===== config.mk =====
export PLATFORM = sky130hd
export DESIGN_NAME = ppg_sd10
export DESIGN_NICKNAME = d
export VERILOG_FILES = /design/src/rtl/ppg_pkg.sv /design/src/rtl/ppg_recoder.sv /design/src/rtl/ppg_multiples.sv /design/src/rtl/ppg_select.sv /design/src/rtl/ppg_sd10.sv
export SDC_FILE = /design/constraint.sdc
export NUM_CORES = 1
export LEC_CHECK = 0
export ABC_AREA = 1
export BUFFER_PORTS_ARGS = -buffer_cell sky130_fd_sc_hd__buf_2
export CAP_MARGIN = 25
export CORE_ASPECT_RATIO = 1.5
export CORE_MARGIN = 3
export CORE_UTILIZATION = 60
export DETAILED_ROUTE_END_ITERATION = 6
export GPL_TIMING_DRIVEN = 1
export PLACE_DENSITY = 0.83
export RECOVER_POWER = 50
export REMOVE_ABC_BUFFERS = 1
export SLEW_MARGIN = 20
export SYNTH_ARGS = -nofsm -noshare
export SYNTH_HDL_FRONTEND = slang
export SYNTH_SLANG_ARGS = --single-unit

===== constraint.sdc =====
create_clock -name clk -period 4.8 [get_ports clk]
set_input_delay 0.48 -clock clk [delete_from_list [all_inputs] [get_ports clk]]
set_output_delay 0.48 -clock clk [all_outputs]
set_load 0.01 [all_outputs]

===== src/rtl/ppg_pkg.sv =====
package ppg_pkg;

  // BCD digit doubled, with the low neighbour's transfer folded in.
  // The result always stays below 10, so no carry ripples further.
  function automatic logic [3:0] dbl_digit(input logic [3:0] d, input logic lo_xfer);
    logic [4:0] t;
    t = {d, 1'b0};
    if (d >= 4'd5) t = t - 5'd10;
    t = t + {4'd0, lo_xfer};
    return t[3:0];
  endfunction

  function automatic logic [3:0] to_xs3(input logic [3:0] d);
    return d + 4'd3;
  endfunction

endpackage


===== src/rtl/ppg_recoder.sv =====
module ppg_recoder #(
  parameter int DIGITS = 4
) (
  input  logic [4*DIGITS-1:0]  y_bcd,
  output logic [DIGITS:0][5:0] sel,
  output logic [DIGITS:0]      neg
);
  always_comb begin
    logic              t_in;
    logic              t_out;
    logic [3:0]        yk;
    logic signed [5:0] v;
    logic [2:0]        mag;
    t_in = 1'b0;
    for (int k = 0; k < DIGITS; k++) begin
      yk    = y_bcd[4*k +: 4];
      t_out = (yk >= 4'd5);
      v     = $signed({2'b00, yk}) + (t_in ? 6'sd1 : 6'sd0) - (t_out ? 6'sd10 : 6'sd0);
      neg[k] = v[5];
      mag    = v[5] ? 3'(-v) : 3'(v);
      sel[k] = 6'b000001 << mag;
      t_in   = t_out;
    end
    sel[DIGITS] = t_in ? 6'b000010 : 6'b000001;
    neg[DIGITS] = 1'b0;
  end
endmodule


===== src/rtl/ppg_multiples.sv =====
module ppg_multiples
  import ppg_pkg::*;
#(
  parameter int DIGITS = 4
) (
  input  logic [4*DIGITS-1:0]             x_bcd,
  output logic [5:0][4*(DIGITS+1)-1:0]    mult
);
  localparam int ND = DIGITS + 1;

  logic [ND-1:0][3:0] m1, m2, m3, m4, m5;

  always_comb begin
    logic [4:0] s;
    logic       c;
    m1 = '0;
    for (int i = 0; i < DIGITS; i++) m1[i] = x_bcd[4*i +: 4];
    // 2X and 4X: digit doubling, one-level transfer from the lower digit
    for (int i = 0; i < ND; i++)
      m2[i] = dbl_digit(m1[i], (i > 0) ? (m1[(i > 0) ? i-1 : 0] >= 4'd5) : 1'b0);
    for (int i = 0; i < ND; i++)
      m4[i] = dbl_digit(m2[i], (i > 0) ? (m2[(i > 0) ? i-1 : 0] >= 4'd5) : 1'b0);
    // 5X: odd digit gives 5, lower neighbour contributes its half
    for (int i = 0; i < ND; i++)
      m5[i] = (m1[i][0] ? 4'd5 : 4'd0) + ((i > 0) ? {1'b0, m1[(i > 0) ? i-1 : 0][3:1]} : 4'd0);
    // 3X = 2X + X, decimal digit sum with transfer chain
    c = 1'b0;
    for (int i = 0; i < ND; i++) begin
      s = {1'b0, m2[i]} + {1'b0, m1[i]} + {4'd0, c};
      if (s >= 5'd10) begin
        m3[i] = 4'(s - 5'd10);
        c     = 1'b1;
      end else begin
        m3[i] = s[3:0];
        c     = 1'b0;
      end
    end
    for (int i = 0; i < ND; i++) begin
      mult[0][4*i +: 4] = to_xs3(4'd0);
      mult[1][4*i +: 4] = to_xs3(m1[i]);
      mult[2][4*i +: 4] = to_xs3(m2[i]);
      mult[3][4*i +: 4] = to_xs3(m3[i]);
      mult[4][4*i +: 4] = to_xs3(m4[i]);
      mult[5][4*i +: 4] = to_xs3(m5[i]);
    end
  end
endmodule


===== src/rtl/ppg_select.sv =====
module ppg_select #(
  parameter int W = 20
) (
  input  logic [5:0][W-1:0] mult,
  input  logic [5:0]        sel,
  input  logic              neg,
  output logic [W-1:0]      pp
);
  always_comb begin
    logic [W-1:0] pick;
    pick = '0;
    for (int m = 0; m < 6; m++)
      if (sel[m]) pick = pick | mult[m];
    pp = pick ^ {W{neg}};
  end
endmodule


===== src/rtl/ppg_sd10.sv =====
module ppg_sd10 #(
  parameter int DIGITS = 4
) (
  input  logic                               clk,
  input  logic                               rst_n,
  input  logic                               in_valid,
  output logic                               in_ready,
  input  logic [4*DIGITS-1:0]                in_x,
  input  logic [4*DIGITS-1:0]                in_y,
  output logic                               out_valid,
  input  logic                               out_ready,
  output logic [4*(DIGITS+1)*(DIGITS+1)-1:0] out_pp,
  output logic [DIGITS:0]                    out_neg
);
  localparam int NP  = DIGITS + 1;
  localparam int W   = 4 * NP;
  localparam int PPW = W * NP;

  logic [NP-1:0][5:0]  sel_w;
  logic [NP-1:0]       neg_w;
  logic [5:0][W-1:0]   mult_w;
  logic [PPW-1:0]      pp_w;
  logic                take;

  ppg_recoder #(.DIGITS(DIGITS)) u_rec (
    .y_bcd (in_y),
    .sel   (sel_w),
    .neg   (neg_w)
  );

  ppg_multiples #(.DIGITS(DIGITS)) u_mul (
    .x_bcd (in_x),
    .mult  (mult_w)
  );

  for (genvar k = 0; k < NP; k++) begin : g_pp
    ppg_select #(.W(W)) u_sel (
      .mult (mult_w),
      .sel  (sel_w[k]),
      .neg  (neg_w[k]),
      .pp   (pp_w[k*W +: W])
    );


    sel_onehot_chk: assert property (@(posedge clk) disable iff (!rst_n)
      in_valid |-> $onehot(sel_w[k]));

    zero_pos_chk: assert property (@(posedge clk) disable iff (!rst_n)
      (in_valid && sel_w[k][0]) |-> !neg_w[k]);

    neg_top_chk: assert property (@(posedge clk) disable iff (!rst_n)
      (out_valid && out_neg[k]) |-> out_pp[k*W + W-1]);

    pos_top_chk: assert property (@(posedge clk) disable iff (!rst_n)
      (out_valid && !out_neg[k]) |-> !out_pp[k*W + W-1]);
  end

  assign in_ready = !out_valid || out_ready;
  assign take     = in_valid && in_ready;

  always_ff @(posedge clk or negedge rst_n) begin
    if (!rst_n) begin
      out_valid <= 1'b0;
      out_pp    <= '0;
      out_neg   <= '0;
    end else begin
      if (take) begin
        out_valid <= 1'b1;
        out_pp    <= pp_w;
        out_neg   <= neg_w;
      end else if (out_ready) begin
        out_valid <= 1'b0;
      end
    end
  end


  hold_stall_chk: assert property (@(posedge clk) disable iff (!rst_n)
    (out_valid && !out_ready) |=> (out_valid && $stable(out_pp) && $stable(out_neg)));

  take_lands_chk: assert property (@(posedge clk) disable iff (!rst_n)
    take |=> out_valid);

  extra_pos_chk: assert property (@(posedge clk) disable iff (!rst_n)
    out_valid |-> !out_neg[DIGITS]);
endmodule


; After elaboration in Yosys (flattened, before gate mapping)
; Cells that the tools add are included.
[totals]
reg_bits = 105
inputBits = 36
output_inout_bits = 107
elab_cells = 191
[classes]
addsub = 67
order_cmp = 18
shifts = 4
muxes = 66
n_bitwise = 29
n_reduce_logical = 4
[op_table]
columns = op, n
row1 = $mux 20, 25
row2 = $or 20x20->20, 15
row3 = $or 20x18->20, 5
row4 = $or 20x19->20, 5
row5 = $mux 18, 5
row6 = $add 4x2->4 const B, 22
row7 = $xor 20x20->20, 4
row8 = $mux 4, 18
row9 = $sub 4x4->4 const B, 13
row10 = $ge 4x3->1 const B, 12
row11 = $add 4x1->4, 7
row12 = $ge 5x4->1 const B, 5
row13 = $mux 3, 8
row14 = $shl 1x3->6 const A, 4
row15 = $add 4x4->5, 4
row16 = $add 5x6->6, 3
row17 = $sub 6x5->6, 3
row18 = $add 5x1->5, 3
row19 = $add 3x3->4, 3
row20 = $neg 3->3, 4
row21 = $mux 1, 9
row22 = $sub 4x4->5, 1
row23 = $add 3x2->4 const B, 1
row24 = $sub 2x4->4 const B, 1
row25 = other kinds (8), 8

; Longest topological paths before layout
[logic_depth]
ltp_word = 25
mapped_depth = 55
ltp_nobuf = 55

; By module
; A second synthesis with hierarchy kept.
[hier_totals]
hier_cells = 2689
area_unflattened_um2 = 14911.8
[by_module_without_submodules]
columns = module, instances, cells_per_inst, area_each_um2, seq_area_each_um2
row1 = ppg_select, 5, 317, 1350.0, 0.0
row2 = ppg_sd10, 1, 459, 4184.0, 2652.5
row3 = ppg_multiples, 1, 436, 2790.2, 0.0
row4 = ppg_recoder, 1, 209, 1187.4, 0.0

; Worst setup path after synthesis
; No wires, ideal clock.
[synth_timing]
path_type = input -> register
from = input in_x[0]
to = register out_pp[16]
setup_ns = 0.127
t_arrival_ns = 7.787
required_time_ns = 4.673
setup_slack_ns = -3.113
path_stages = 49
cell_sequence = inv_2 ha_1 inv_1 nand2_1 nand3_2 nand2_1 nand2_1 inv_1 ha_1 inv_1 fa_1 ha_1 inv_1 o21ai_0 nand2_1 fa_1 fa_1 nand2_1 [... 13 more ...] nand3_1 nand2_1 fa_1 fa_1 inv_1 nand2_1 nand2_1 inv_1 ha_1 nand2_1 nand3_1 nand2_1 inv_1 ha_1 nor4_1 o21ai_1 nand2_1 o21ai_0
[synth_between]
elab_chain_len = 25
elab_cells_between_ends = 29
[synth_rtl]
columns = element, line_no
row1 = "start, declared", ppg_sd10.sv:8  ; input logic [4*DIGITS-1:0] in_x,
row2 = $sub 4x4->4 or $ge 4x3->1 (tied branches), "ppg_pkg.sv:8, ppg_multiples.sv:20"
row3 = $mux 4, ppg_pkg.sv:8  ; if (d >= 4'd5) t = t - 5'd10;
row4 = $add 4x4->5, ppg_multiples.sv:29  ; s = {1'b0, m2[i]} + {1'b0, m1[i]} + {4'd0, c};
row5 = $ge 5x4->1, ppg_multiples.sv:30  ; if (s >= 5'd10) begin
row6 = $mux 1, ppg_multiples.sv:30
row7 = $add 5x1->5 *, ppg_multiples.sv:29
row8 = $ge 5x4->1 *, ppg_multiples.sv:30
row9 = $mux 1 *, ppg_multiples.sv:30
row10 = [... 9 more ...], -
row11 = $add 4x2->4 *, ppg_pkg.sv:14  ; return d + 4'd3;
row12 = $or 20x20->20 *, ppg_select.sv:13  ; if (sel[m]) pick = pick | mult[m];
row13 = $mux 20 *, ppg_select.sv:13
row14 = $or 20x20->20, ppg_select.sv:13
row15 = $mux 20 *, ppg_select.sv:13
row16 = $or 20x20->20, ppg_select.sv:13
row17 = $mux 20 *, ppg_select.sv:13
row18 = $xor 20x20->20 *, ppg_select.sv:14  ; pp = pick ^ {W{neg}};
row19 = "end signal, assigned", ppg_sd10.sv:69  ; out_pp <= pp_w;
row20 = "end, declared", ppg_sd10.sv:12  ; output logic [4*(DIGITS+1)*(DIGITS+1)-1:0] out_pp,
; Mark *: on every way between the ends. The rest lies on a longest branch, timed or not.
; A chain may end at the register's enable or synchronous reset.

; Worst setup path after layout
[layout_timing]
from = input in_x[0]
to = register out_pp[75]
[layout_between]
elab_chain_len = 22
elab_cells_between_ends = 26
[layout_rtl]
columns = element, line_no
row1 = $sub 4x4->4 or $ge 4x3->1 (tied branches), "ppg_pkg.sv:8, ppg_multiples.sv:20"
row2 = $mux 4, ppg_pkg.sv:8
row3 = $add 4x4->5, ppg_multiples.sv:29
row4 = $ge 5x4->1, ppg_multiples.sv:30
row5 = $mux 1, ppg_multiples.sv:30
row6 = $add 5x1->5 *, ppg_multiples.sv:29
row7 = $ge 5x4->1 *, ppg_multiples.sv:30
row8 = $mux 1 *, ppg_multiples.sv:30
row9 = [... 6 more ...], -
row10 = $add 4x2->4 *, ppg_pkg.sv:14
row11 = $or 20x20->20 *, ppg_select.sv:13
row12 = $mux 20 *, ppg_select.sv:13
row13 = $or 20x20->20, ppg_select.sv:13
row14 = $mux 20 *, ppg_select.sv:13
row15 = $or 20x20->20, ppg_select.sv:13
row16 = $mux 20 *, ppg_select.sv:13
row17 = $xor 20x20->20 *, ppg_select.sv:14
; Marked as above.

==> key figures <==
Synthesis
  • Mean Syn Cell Area: roughly 6.3 um2
  • Area contributors post-synth: dfrtp_1 24%, nand2_1 19%, nand3_1 12%
  • Primary FF master, synth: dfrtp_1
  • Syn Std Cell Area: between 0.01 and 0.015 mm2
  • Yosys reg bits: between 100 and 150
  • Yosys warnings: 0
  • Yosys cell types: 54
  • Synth top area share: 24.05%
  • Synth area leader: dfrtp_1
  • Post-synthesis sequential area ratio: between 20% and 30%
  • Mapped Cells: around 1700
  • Synth async-reset ratio: 100.0%
  • Number of synthesized flops with an enable pin: 0

STA
  • Clock Skews: approximately 0.0075 ns
  • Pins Over Slew Limit: 88
  • Worst Setup Slack, final: -2.509 ns
  • Achievable frequency: 136.8 MHz
  • Final Cycle Share: 152.3%
  • Slew @ Worst Pin: roughly 2.9 ns
  • Slew headroom: -93.25%
  • Unrepaired setup endpoints after global routing: true
  • Hold Vio Cnt, Final: 0
  • Setup TNS: -78.79 ns
  • Fin crit period: 7.309 ns
  • Final setup viols: 43

Finish
  • Multi-input gate area: between 0.008 and 0.009 mm2
  • Fillers: 1144
  • Layout area overhead: 31.96%
  • ANT cells: 0
  • Reg area: approximately 0.0026 mm2
  • Final instance area: about 0.014 mm2
  • Share of layout cells above drive strength 1: 28.79%
  • Nets: between 2000 and 2500

Placed design
  • Post-DP HPWL: around 33000 um
  • Pre-CTS setup slack: -3.616 ns
  • I/O Buffers: about 140
  • Post-place instance area: between 0.01 and 0.015 mm2
  • Gpl congestion: 1.162

Global routing
  • Pin count of the biggest net entering global routing: 71
  • Total GRT Usage: 48.38%
  • Total congestion overflow: 0
  • First-pass GRT wire length: around 70000 um
  • Initial antenna violation count: 1
  • Number of global-route vias before repair: 13112

Pwr
  • Reg power frac: 20.8%
  • Lkg Pwr: 7.397 nW
  • Sw Ratio: around 52%
  • Max IR drop VDD: around 0.44 mV
  • Sw Pwr: around 3.5 mW
  • Combinational share of power: about two thirds
  • Clk pwr share: between 10% and 20%
  • Total power: 6.600 mW
  • Internal: 3.139 mW
  • Pwr/cell area: between 400 and 500 mW/mm2

Setup path
  • Worst setup path class: primary input to flip-flop
  • Worst Setup End Kind: flip-flop
  • Critical Path Fanout Max: 5
  • Arrival time worst endpoint: about 7.6 ns
  • Max incr delay on CP: approximately 0.56 ns
  • Most frequent CP cell: nand2_4
  • CP startpoint kind: primary input
  • Buf+Inv Stages, Crit Path: 13
  • Top Family by Delay on Critical Path: adder cells
  • CP max stage cell: fa_2
  • Worst EP required: roughly 5.1 ns

Clock network
  • CTS root buffer: clkbuf_16
  • CTS Buf Count: 9
  • CTS tree: done
  • CTS sink cnt: roughly 100
  • Skew-Pair Late Insertion Delay: 0.38 ns
  • Clock Tree Buf Depth: 2
  • CTS H-tree lvls: 3
  • Clock Pin Slew Worst Setup and Hold Paths: roughly 0.080 ns

Status
  • Failing checks: DRC, capacitance limit, slew limit, setup timing
  • Status: complete, but fails checks

Detailed routing
  • # DRC: 1
  • Vias per inst: roughly 6.5
  • First-iteration detailed-routing DRC count: roughly 1900
  • Post-Route WL: 50740 um
  • Wire per inst: ~23 um
  • TritonRoute pass-1 iters: 7
  • Antenna-violating nets left: 0
  • Vias: between 10000 and 15000

Job
  • Max-Cap Viols: 2

Floorplan
  • IO Pins: about 140
  • Initial core utilization: a little over 60%
  • Std cell rows: 58
  • Core outline area: between 0.015 and 0.02 mm2
  • Die height: ~170 um
  • Die X: 114.6 um
  • Die area: around 0.019 mm2

Worst hold path
  • Worst hold path class: primary input to flip-flop
## state kept, by name, summed over array words and instances, names as in the netlist
signal	flops
out_pp	97
out_neg	4
out_valid	1
## path summary, 6_finish.rpt
path	start	to	slack, ns	cells after the start
worst max-delay path	in_x[0]	out_pp[75]	-2.51	51
worst min-delay path	in_x[0]	out_pp[80]	0.30	2
worst max register to register	out_valid	out_pp[94]	2.10	5
worst min register to register	out_pp[87]	out_pp[87]	0.49	2
max in group asynchronous	rst_n	out_pp[56]	0.38	3
min in group asynchronous	rst_n	out_pp[67]	0.82	2
## timing repair
item                       4_1_cts  5_1_grt
buffers inserted                21       21
resized for setup              163      133
hold buffers                     0        1
hold endpoints to repair         0       16
pin swaps                       58       63
setup endpoints to repair       56       56
## placed cells by master (no fill, tap or decap), types with 23 or more instances in the layout
| cell type | synthesis | final |
|---|---|---|
| a21oi_1 | 48 | 43 |
| buf_2 | 4 | 106 |
| buf_4 | 6 | 137 |
| clkbuf_1 | 25 | 32 |
| dfrtp_1 | 102 | 102 |
| ha_1 | 75 | 64 |
| inv_1 | 162 | 141 |
| inv_2 | 19 | 27 |
| nand2_1 | 548 | 489 |
| nand2_2 | 17 | 47 |
| nand2_4 | 4 | 32 |
| nand3_1 | 256 | 192 |
| nand3_2 | 6 | 51 |
| nand3_4 | 4 | 23 |
| nand4_1 | 34 | 34 |
| nor2_1 | 156 | 144 |
| o21ai_0 | 57 | 48 |
## Yosys cell counts, types with 7 or more instances
cell type	instances
a21oi_1	48
nor2_2	9
o21ai_0	57
inv_1	162
nand2_2	17
nand4_1	34
o211ai_1	7
nand3_1	256
fa_1	10
ha_1	75
nor2_1	156
clkbuf_1	25
or2_2	8
o21ai_1	15
o22ai_1	18
and2_1	7
nor3_1	7
dfrtp_1	102
nand2_1	548
xor2_1	14
inv_2	19
## metal layers
metal,vias up,global-route usage (%),part of all wire [%]
met5,-,0,0
met4,0,38.81,11
met3,474,12.16,13
met2,1243,77.92,45
met1,6345,53.24,31
li1,6046,-,-
## area by class of cell
cell class,count,share of cell area [%]
tap,210,1.876
clock buffer,11,1.805
multi-input combinational,1355,58.36
timing repair buffer,299,14.02
clock inverter,5,0.3395
sequential,102,18.22
inverter,187,5.378
## through the flow
| step | util [%] | cells | hold slack [ns] |
|---|---|---|---|
| 6_report | 82.13 | 2169 | 0.3025 |
| 5_1_grt | 82.13 | 2169 | 0.3084 |
| 4_1_cts | 77.97 | 2146 | 0.3023 |
| 3_5_place_dp | 71.78 | 2109 | 0.4680 |
| 3_3_place_gp | 71.76 | 2109 | 0.4619 |
| 2_1_floorplan | - | 1644 | 0.1844 |
## cells by family after synthesis
group	count (synthesis)	synth area share (%)
flip-flops	102	24.05
XOR/XNOR	17	1.474
AND/OR/NAND/NOR	1077	45.33
multiplexers	1	0.09431
adder cells (fa/ha/maj)	85	10.73
other	1	0.03533
buffers and inverters	229	8.876
AO/OA/AOI/OAI	172	9.419
## power by group through the flow
stage / clock network [mW] / logic [mW] / registers (mW)
floorplan: 0 / 1.79 / 1.45
global placement: 0 / 3.19 / 1.34
detailed placement: 0 / 3.26 / 1.35
CTS: 0.785 / 3.70 / 1.34
global route: 0.821 / 4.66 / 1.38
finish: 0.809 / 4.42 / 1.37
## worst reg2reg max path, stage by stage (launching register included)
cell	delay [ns]
dfrtp_1	0.38
nand2_1	0.14
nand2_4	0.42
nor2_1	0.89
inv_1	0.49
o21ai_0	0.28
Power figures use the tool's default switching activity.
